[config.mk]
export PLATFORM = sky130hd
export DESIGN_NAME = ssc_ctrl_if
export DESIGN_NICKNAME = d
export VERILOG_FILES = /design/src/rtl/ssc_pkg.sv /design/src/rtl/ssc_sync.sv /design/src/rtl/ssc_frame.sv /design/src/rtl/ssc_regs.sv /design/src/rtl/ssc_ctrl_if.sv
export SDC_FILE = /design/constraint.sdc
export NUM_CORES = 1
export LEC_CHECK = 0
export BUFFER_PORTS_ARGS = -buffer_cell sky130_fd_sc_hd__buf_2
export CORE_AREA = 5 5 127 129
export CTS_CLUSTER_DIAMETER = 50
export DETAILED_ROUTE_END_ITERATION = 16
export DIE_AREA = 0 0 132 134
export HOLD_SLACK_MARGIN = 0.15
export PLACE_DENSITY = 0.57
export SYNTH_ARGS = -nofsm -noshare
export SYNTH_HDL_FRONTEND = slang
export SYNTH_SLANG_ARGS = --single-unit
[constraint.sdc]
create_clock -name clk -period 2.1 [get_ports clk]
set_clock_uncertainty 0.1 [all_clocks]
set_input_delay 0.315 -clock clk [delete_from_list [all_inputs] [get_ports clk]]
set_output_delay 0.315 -clock clk [all_outputs]
set_load 0.02 [all_outputs]
[src/rtl/ssc_pkg.sv]
package ssc_pkg;
    localparam int WORD_W     = 24;
    localparam int ADDR_W     = 8;
    localparam int FRAME_BITS = ADDR_W + WORD_W;

    localparam logic [ADDR_W-1:0] ADDR_MAIN = 8'hD0;
    localparam logic [ADDR_W-1:0] ADDR_CNT  = 8'hD1;
    localparam logic [ADDR_W-1:0] ADDR_AUX  = 8'hD2;
    localparam logic [ADDR_W-1:0] ADDR_PORT = 8'hD3;

    typedef struct packed {
        logic [WORD_W-1:0] main;
        logic [WORD_W-1:0] aux;
    } ctrl_regs_t;

    function automatic logic is_read_addr(input logic [ADDR_W-1:0] a);
        return (a == ADDR_CNT) || (a == ADDR_PORT);
    endfunction

    function automatic logic is_write_addr(input logic [ADDR_W-1:0] a);
        return (a == ADDR_MAIN) || (a == ADDR_AUX);
    endfunction
endpackage

[src/rtl/ssc_sync.sv]
module ssc_sync #(
    parameter int W      = 3,
    parameter int STAGES = 2
) (
    input  logic         clk,
    input  logic         rst_n,
    input  logic [W-1:0] din,
    output logic [W-1:0] dout
);
    logic [STAGES-1:0][W-1:0] stage_q;

    always_ff @(posedge clk or negedge rst_n) begin
        if (!rst_n) stage_q <= '0;
        else        stage_q[0] <= din;
    end

    for (genvar s = 1; s < STAGES; s++) begin : g_stage
        always_ff @(posedge clk or negedge rst_n) begin
            if (!rst_n) stage_q[s] <= '0;
            else        stage_q[s] <= stage_q[s-1];
        end
    end

    assign dout = stage_q[STAGES-1];
endmodule

[src/rtl/ssc_frame.sv]
module ssc_frame
    import ssc_pkg::*;
(
    input  logic              clk,
    input  logic              rst_n,
    input  logic              sclk_s,
    input  logic              sdat_s,
    input  logic              frm_s,
    input  logic [WORD_W-1:0] rd_word,
    output logic [ADDR_W-1:0] rd_addr,
    output logic              wr_en,
    output logic [ADDR_W-1:0] wr_addr,
    output logic [WORD_W-1:0] wr_data,
    output logic              dout,
    output logic              dout_oe
);
    localparam int CNT_W   = $clog2(FRAME_BITS + 2);
    localparam logic [CNT_W-1:0] CNT_SAT  = CNT_W'(FRAME_BITS + 1);
    localparam logic [CNT_W-1:0] CNT_FULL = CNT_W'(FRAME_BITS);
    localparam logic [CNT_W-1:0] CNT_ADDR = CNT_W'(ADDR_W - 1);
    localparam logic [CNT_W-1:0] CNT_LAST = CNT_W'(FRAME_BITS - 1);

    typedef struct packed {
        logic                  sclk_prev;
        logic                  frm_prev;
        logic [CNT_W-1:0]      cnt;
        logic [FRAME_BITS-1:0] sr;
        logic [WORD_W-1:0]     tx;
        logic                  oe;
    } frame_st_t;

    frame_st_t st_d, st_q;
    logic      sclk_rise;
    logic      wr_en_d;

    assign sclk_rise = sclk_s & ~st_q.sclk_prev;
    assign rd_addr   = {st_q.sr[ADDR_W-2:0], sdat_s};

    always_comb begin
        st_d           = st_q;
        wr_en_d        = 1'b0;
        st_d.sclk_prev = sclk_s;
        st_d.frm_prev  = frm_s;
        if (frm_s && !st_q.frm_prev) begin
            st_d.cnt = '0;
            st_d.oe  = 1'b0;
        end else if (frm_s && sclk_rise) begin
            st_d.sr = {st_q.sr[FRAME_BITS-2:0], sdat_s};
            if (st_q.cnt != CNT_SAT) st_d.cnt = st_q.cnt + 1'b1;
            if (st_q.cnt == CNT_ADDR) begin
                st_d.tx = rd_word;
                st_d.oe = is_read_addr(rd_addr);
            end else if (st_q.cnt > CNT_ADDR) begin
                st_d.tx = {st_q.tx[WORD_W-2:0], 1'b0};
                if (st_q.cnt >= CNT_LAST) st_d.oe = 1'b0;
            end
        end else if (!frm_s && st_q.frm_prev) begin
            st_d.oe  = 1'b0;
            st_d.cnt = '0;
            wr_en_d  = (st_q.cnt == CNT_FULL) &&
                       is_write_addr(st_q.sr[FRAME_BITS-1 -: ADDR_W]);
        end
    end

    always_ff @(posedge clk or negedge rst_n) begin
        if (!rst_n) st_q <= '0;
        else        st_q <= st_d;
    end

    assign wr_en   = wr_en_d;
    assign wr_addr = st_q.sr[FRAME_BITS-1 -: ADDR_W];
    assign wr_data = st_q.sr[WORD_W-1:0];
    assign dout    = st_q.tx[WORD_W-1];
    assign dout_oe = st_q.oe;
endmodule

[src/rtl/ssc_regs.sv]
module ssc_regs
    import ssc_pkg::*;
#(
    parameter logic [WORD_W-1:0] DEF_MAIN = 24'h012345,
    parameter logic [WORD_W-1:0] DEF_AUX  = 24'h000C00,
    parameter int TEST_BIT = 23,
    parameter int STBY_LSB = 21,
    parameter int STBY_W   = 3,
    parameter int CNT_W    = 20,
    parameter int GPIO_W   = 5
) (
    input  logic              clk,
    input  logic              rst_n,
    input  logic              wr_en,
    input  logic [ADDR_W-1:0] wr_addr,
    input  logic [WORD_W-1:0] wr_data,
    input  logic [ADDR_W-1:0] rd_addr,
    input  logic [CNT_W-1:0]  cnt_result,
    input  logic [GPIO_W-1:0] gpio_in,
    output logic [WORD_W-1:0] rd_word,
    output logic [WORD_W-1:0] ctrl_main,
    output logic [WORD_W-1:0] ctrl_aux,
    output logic              standby
);
    localparam logic [WORD_W-1:0] TEST_MASK = WORD_W'(1) << TEST_BIT;
    localparam int PORT_PAD = WORD_W - 2 * GPIO_W;

    ctrl_regs_t regs_d, regs_q;

    always_comb begin
        regs_d = regs_q;
        if (wr_en) begin
            if (wr_addr == ADDR_MAIN) regs_d.main = wr_data;
            if (wr_addr == ADDR_AUX)  regs_d.aux  = wr_data & ~TEST_MASK;
        end
    end

    always_ff @(posedge clk or negedge rst_n) begin
        if (!rst_n) begin
            regs_q.main <= DEF_MAIN;
            regs_q.aux  <= DEF_AUX & ~TEST_MASK;
        end else begin
            regs_q <= regs_d;
        end
    end

    always_comb begin
        case (rd_addr)
            ADDR_CNT:  rd_word = {{(WORD_W-CNT_W){1'b0}}, cnt_result};
            ADDR_PORT: rd_word = {{PORT_PAD{1'b0}}, regs_q.aux[GPIO_W-1:0], gpio_in};
            default:   rd_word = '0;
        endcase
    end

    assign ctrl_main = regs_q.main;
    assign ctrl_aux  = regs_q.aux;
    assign standby   = &regs_q.main[STBY_LSB +: STBY_W];
endmodule

[src/rtl/ssc_ctrl_if.sv]
module ssc_ctrl_if
    import ssc_pkg::*;
#(
    parameter int CNT_W  = 20,
    parameter int GPIO_W = 5
) (
    input  logic              clk,
    input  logic              rst_n,
    input  logic              ser_clk,
    input  logic              ser_dat,
    input  logic              ser_frame,
    input  logic [CNT_W-1:0]  cnt_result,
    input  logic [GPIO_W-1:0] gpio_in,
    output logic              ser_dout,
    output logic              ser_dout_oe,
    output logic [WORD_W-1:0] ctrl_main,
    output logic [WORD_W-1:0] ctrl_aux,
    output logic              standby
);
    logic [2:0]        lines_s;
    logic [ADDR_W-1:0] rd_addr;
    logic [WORD_W-1:0] rd_word;
    logic              wr_en;
    logic [ADDR_W-1:0] wr_addr;
    logic [WORD_W-1:0] wr_data;

    ssc_sync #(.W(3), .STAGES(2)) u_sync (
        .clk   (clk),
        .rst_n (rst_n),
        .din   ({ser_frame, ser_dat, ser_clk}),
        .dout  (lines_s)
    );

    ssc_frame u_frame (
        .clk     (clk),
        .rst_n   (rst_n),
        .sclk_s  (lines_s[0]),
        .sdat_s  (lines_s[1]),
        .frm_s   (lines_s[2]),
        .rd_word (rd_word),
        .rd_addr (rd_addr),
        .wr_en   (wr_en),
        .wr_addr (wr_addr),
        .wr_data (wr_data),
        .dout    (ser_dout),
        .dout_oe (ser_dout_oe)
    );

    ssc_regs #(.CNT_W(CNT_W), .GPIO_W(GPIO_W)) u_regs (
        .clk        (clk),
        .rst_n      (rst_n),
        .wr_en      (wr_en),
        .wr_addr    (wr_addr),
        .wr_data    (wr_data),
        .rd_addr    (rd_addr),
        .cnt_result (cnt_result),
        .gpio_in    (gpio_in),
        .rd_word    (rd_word),
        .ctrl_main  (ctrl_main),
        .ctrl_aux   (ctrl_aux),
        .standby    (standby)
    );
endmodule

==> impl_metrics.toml <==
[sta]
tightest_slew_ps = 487.1
final_max_slew_viol_count = 0
setup_viol = 40
min_period_ps = 2139
hold_ws_ps = 171.8
max_freq_mhz = 467.4
finalCritPeriodShare_pct = 101.9
setup_ws_ps = -39.33
relSlewSlack_pct = 66.69
rsz0062_at_grt = "yes"
hold_viol = 0
finalSetupTns_ps = -737.6

[synthesis]
synth.largest_area_cell = "dfrtp_1"
synth_top_area_share_pct = 54.82
synth_area_leaders = "dfrtp_1, nand2_1, mux2_2"
synth_common_cells = "dfrtp_1, nand2_1, nor2_1"
async_reset_ff_share_pct = 100.0
synth_seq_area_share_pct = 59.57
ys_types = 44
synth.avg_cell_area_sq_um = 11.57
yosys_most_used_dff = "dfrtp_1"
syn-num-nets = 463
synth_edf_count = 0
syn-cell-area_sq_mm = 0.004976
synthMostInstantiatedCell = "dfrtp_1"
ys_warn_count = 0
ys_seq_elements = 118
syn_inst = 430

[critical_path]
worstPathRequired_ps = 2290
reg2reg_slack_ps = -40
reg2reg_depth = 9
r2r_start = "u_frame.st_q[58]"
r2r_end = "u_regs.ctrl_main[15]"
path_max_fanout = 8
crit_type = "flip-flop to flip-flop"
worstPathArrival_ps = 2330
start_kind = "flip-flop"
cp-end-kind = "flip-flop"

[global_route]
grt_overflow = 0
grt_start_max_net_pins = 47
first_global_vias = 3680
track_usage_pct = 13.36
grt_pass1_wl_um = 18830
antenna_found_initial = 0

[clock_tree]
cts_tree = "yes"
clockBufferDepth = 2
cts_buffers = 17
cts.sinks = 118
h-tree-depth = 4
cts.clk_slew.worst_paths_ps = 50
clockRootBuffer = "clkbuf_16"
clock_latency_ps = 410

[power_and_ir_drop]
power_density_mw_per_mm2 = 824.3
power.share.combinational_pct = 4.1
switchingPower_mw = 1.184
power_frac_seq_pct = 42.8
p_leak_nw = 3.406
peakVddDrop_v = 0.0005749
clkPwrFrac_pct = 53.0
p_int_mw = 4.300
netSwitchingFraction_pct = 21.60

[worst_hold_path]
min_to = "u_frame.st_q[4]"
hold_depth = 4
min-delay-start = "cnt_result[3]"
min_path_type = "input pin to flip-flop"

[drt]
drt_iter0_drc = 189
first_pass_iters = 4
routedWlPerCell_um = 15.47
vias = 3634
antenna_left = 0
routed_wl_um = 11710
remaining_drc_errors = 0
avgViaCountPerCell = 4.801

[cells_and_area]
drive_gt1_share_pct = 38.31
antenna_cells = 0
fin_nets = 589
nFillCells = 1374
syn2layout_area_growth_pct = 33.72

[floorplan]
start_util_pct = 33.35
fp.dieH_um = 134
ios = 81
coreArea_sq_mm = 0.01492
num_rows = 45
dieArea_sq_mm = 0.01769
die_w_um = 132

[place]
numPortBuffers = 79
gp_congestion = 0.7572
dp_hpwl_um = 7657

[run_status]
outcome = "finished, violations left"
violations = "negative setup slack"

[run]
cap_violations = 0
-- worst max-delay path: stages, from the launching register on --
cell and delay [ps]:
dfrtp_1 380, inv_1 70, ha_1 140, nand4_1 80
or3_1 340, buf_4 160, nor3_4 140, buf_4 160
clkbuf_16 150, mux2_4 300
-- state kept, by name, summed over array words and instances (netlist names) --
name and flops:
u_sync.dout 3, u_frame.st_q 31, u_frame.wr_addr 8, u_frame.rd_addr 7
u_regs.ctrl_aux 23, u_frame.dout 1, u_regs.ctrl_main 24, u_sync.stage_q 3
u_frame.wr_data 17, u_frame.dout_oe 1
-- per-layer routing --
layer	up-vias	part of all wire [%]	global-route usage, %
met1	1816	46	17.22
met2	85	47	20.07
met5	-	0	0
met4	0	1.6	5.257
li1	1718	-	-
met3	15	5.6	5.514
-- kinds of logic after synthesis --
group | Yosys count | share of synthesized area, %
AOI/OAI and AO/OA | 59 | 7.493
xor gates and xnor gates | 4 | 0.7042
adders and majority gates | 3 | 0.7544
buffers and inverters | 25 | 2.489
DFF | 118 | 59.57
muxes | 58 | 14.41
other | 1 | 0.07536
and+or+nand+nor | 162 | 14.51
-- metrics by stage --
step / util, % / power, mW / setup slack (ps) / instances / area (sq um)
6_report: 44.60 / 5.485 / -39.33 / 757 / 6654
2_1_floorplan: - / 2.466 / -48.73 / 430 / 4976
3_5_place_dp: 38.67 / 2.594 / -33.75 / 704 / 5769
5_1_grt: 44.60 / 5.733 / -111.7 / 757 / 6654
3_3_place_gp: 38.67 / 2.589 / -17.17 / 704 / 5769
4_1_cts: 43.73 / 5.557 / -39.11 / 751 / 6525
-- cell usage in the layout (no fill, tap or decap), types with 2 or more instances in the layout --
cell type        n
mux2i_1          9
o21ai_0         13
dfstp_2          9
xnor2_1          3
dlygate4sd3_1   15
buf_4           27
buf_2           78
and3_1           2
nand4b_1         3
mux2_2          26
inv_1            4
clkinv_2         6
a211oi_1         2
buf_12           4
nand3_1          2
mux2_4          23
dfrtp_1        109
a22o_1           6
nand2b_1         2
bufinv_16        3
nor2_4           3
or3_4            2
clkbuf_16       18
a21oi_1         23
nand2_1        104
nor2_1          31
inv_6            2
o22a_1           9
ha_1             2
or4_4            2
-- worst max path at each step --
stage	startpoint	slack [ps]	end	cells past startpoint
6_report	u_frame.st_q[58]	-40	u_regs.ctrl_main[15]	9
5_1_grt	u_frame.st_q[57]	-110	u_regs.ctrl_main[5]	9
4_1_cts	u_frame.st_q[58]	-40	u_regs.ctrl_main[11]	8
3_5_place_dp	u_frame.st_q[58]	-30	u_regs.ctrl_main[19]	8
3_3_place_gp	u_frame.st_q[58]	-20	u_regs.ctrl_main[18]	8
2_1_floorplan	u_frame.st_q[57]	-50	u_regs.ctrl_aux[12]	8
-- power groups by stage --
stage	registers, mW	logic [mW]	clock network (mW)
2_1_floorplan	2.37	0.0992	0
3_3_place_gp	2.39	0.203	0
3_5_place_dp	2.39	0.206	0
4_1_cts	2.35	0.229	2.98
5_1_grt	2.35	0.258	3.12
6_report	2.35	0.227	2.91
-- layout make-up --
class                   instances  area [sq um]  share of cell area, %
well taps                     188         235.2                  3.535
flip-flops and latches        118          2964                  44.55
clock buffers                  19         442.9                  6.657
inverters                       4         15.01                 0.2256
multi-input cells             288          1968                  29.58
repair buffers                127         874.6                  13.14
clock inverters                13         153.9                  2.313
-- timing repair --
item | CTS | global route
buffers inserted | 1 | 4
setup endpoints to repair | 37 | 63
resized for setup | 3 | 15
pin swaps | 0 | 7
endpoints found under the hold margin | 49 | 1
hold buffers | 14 | 1
cloned | 0 | 2
Power figures use the tool's default switching activity.
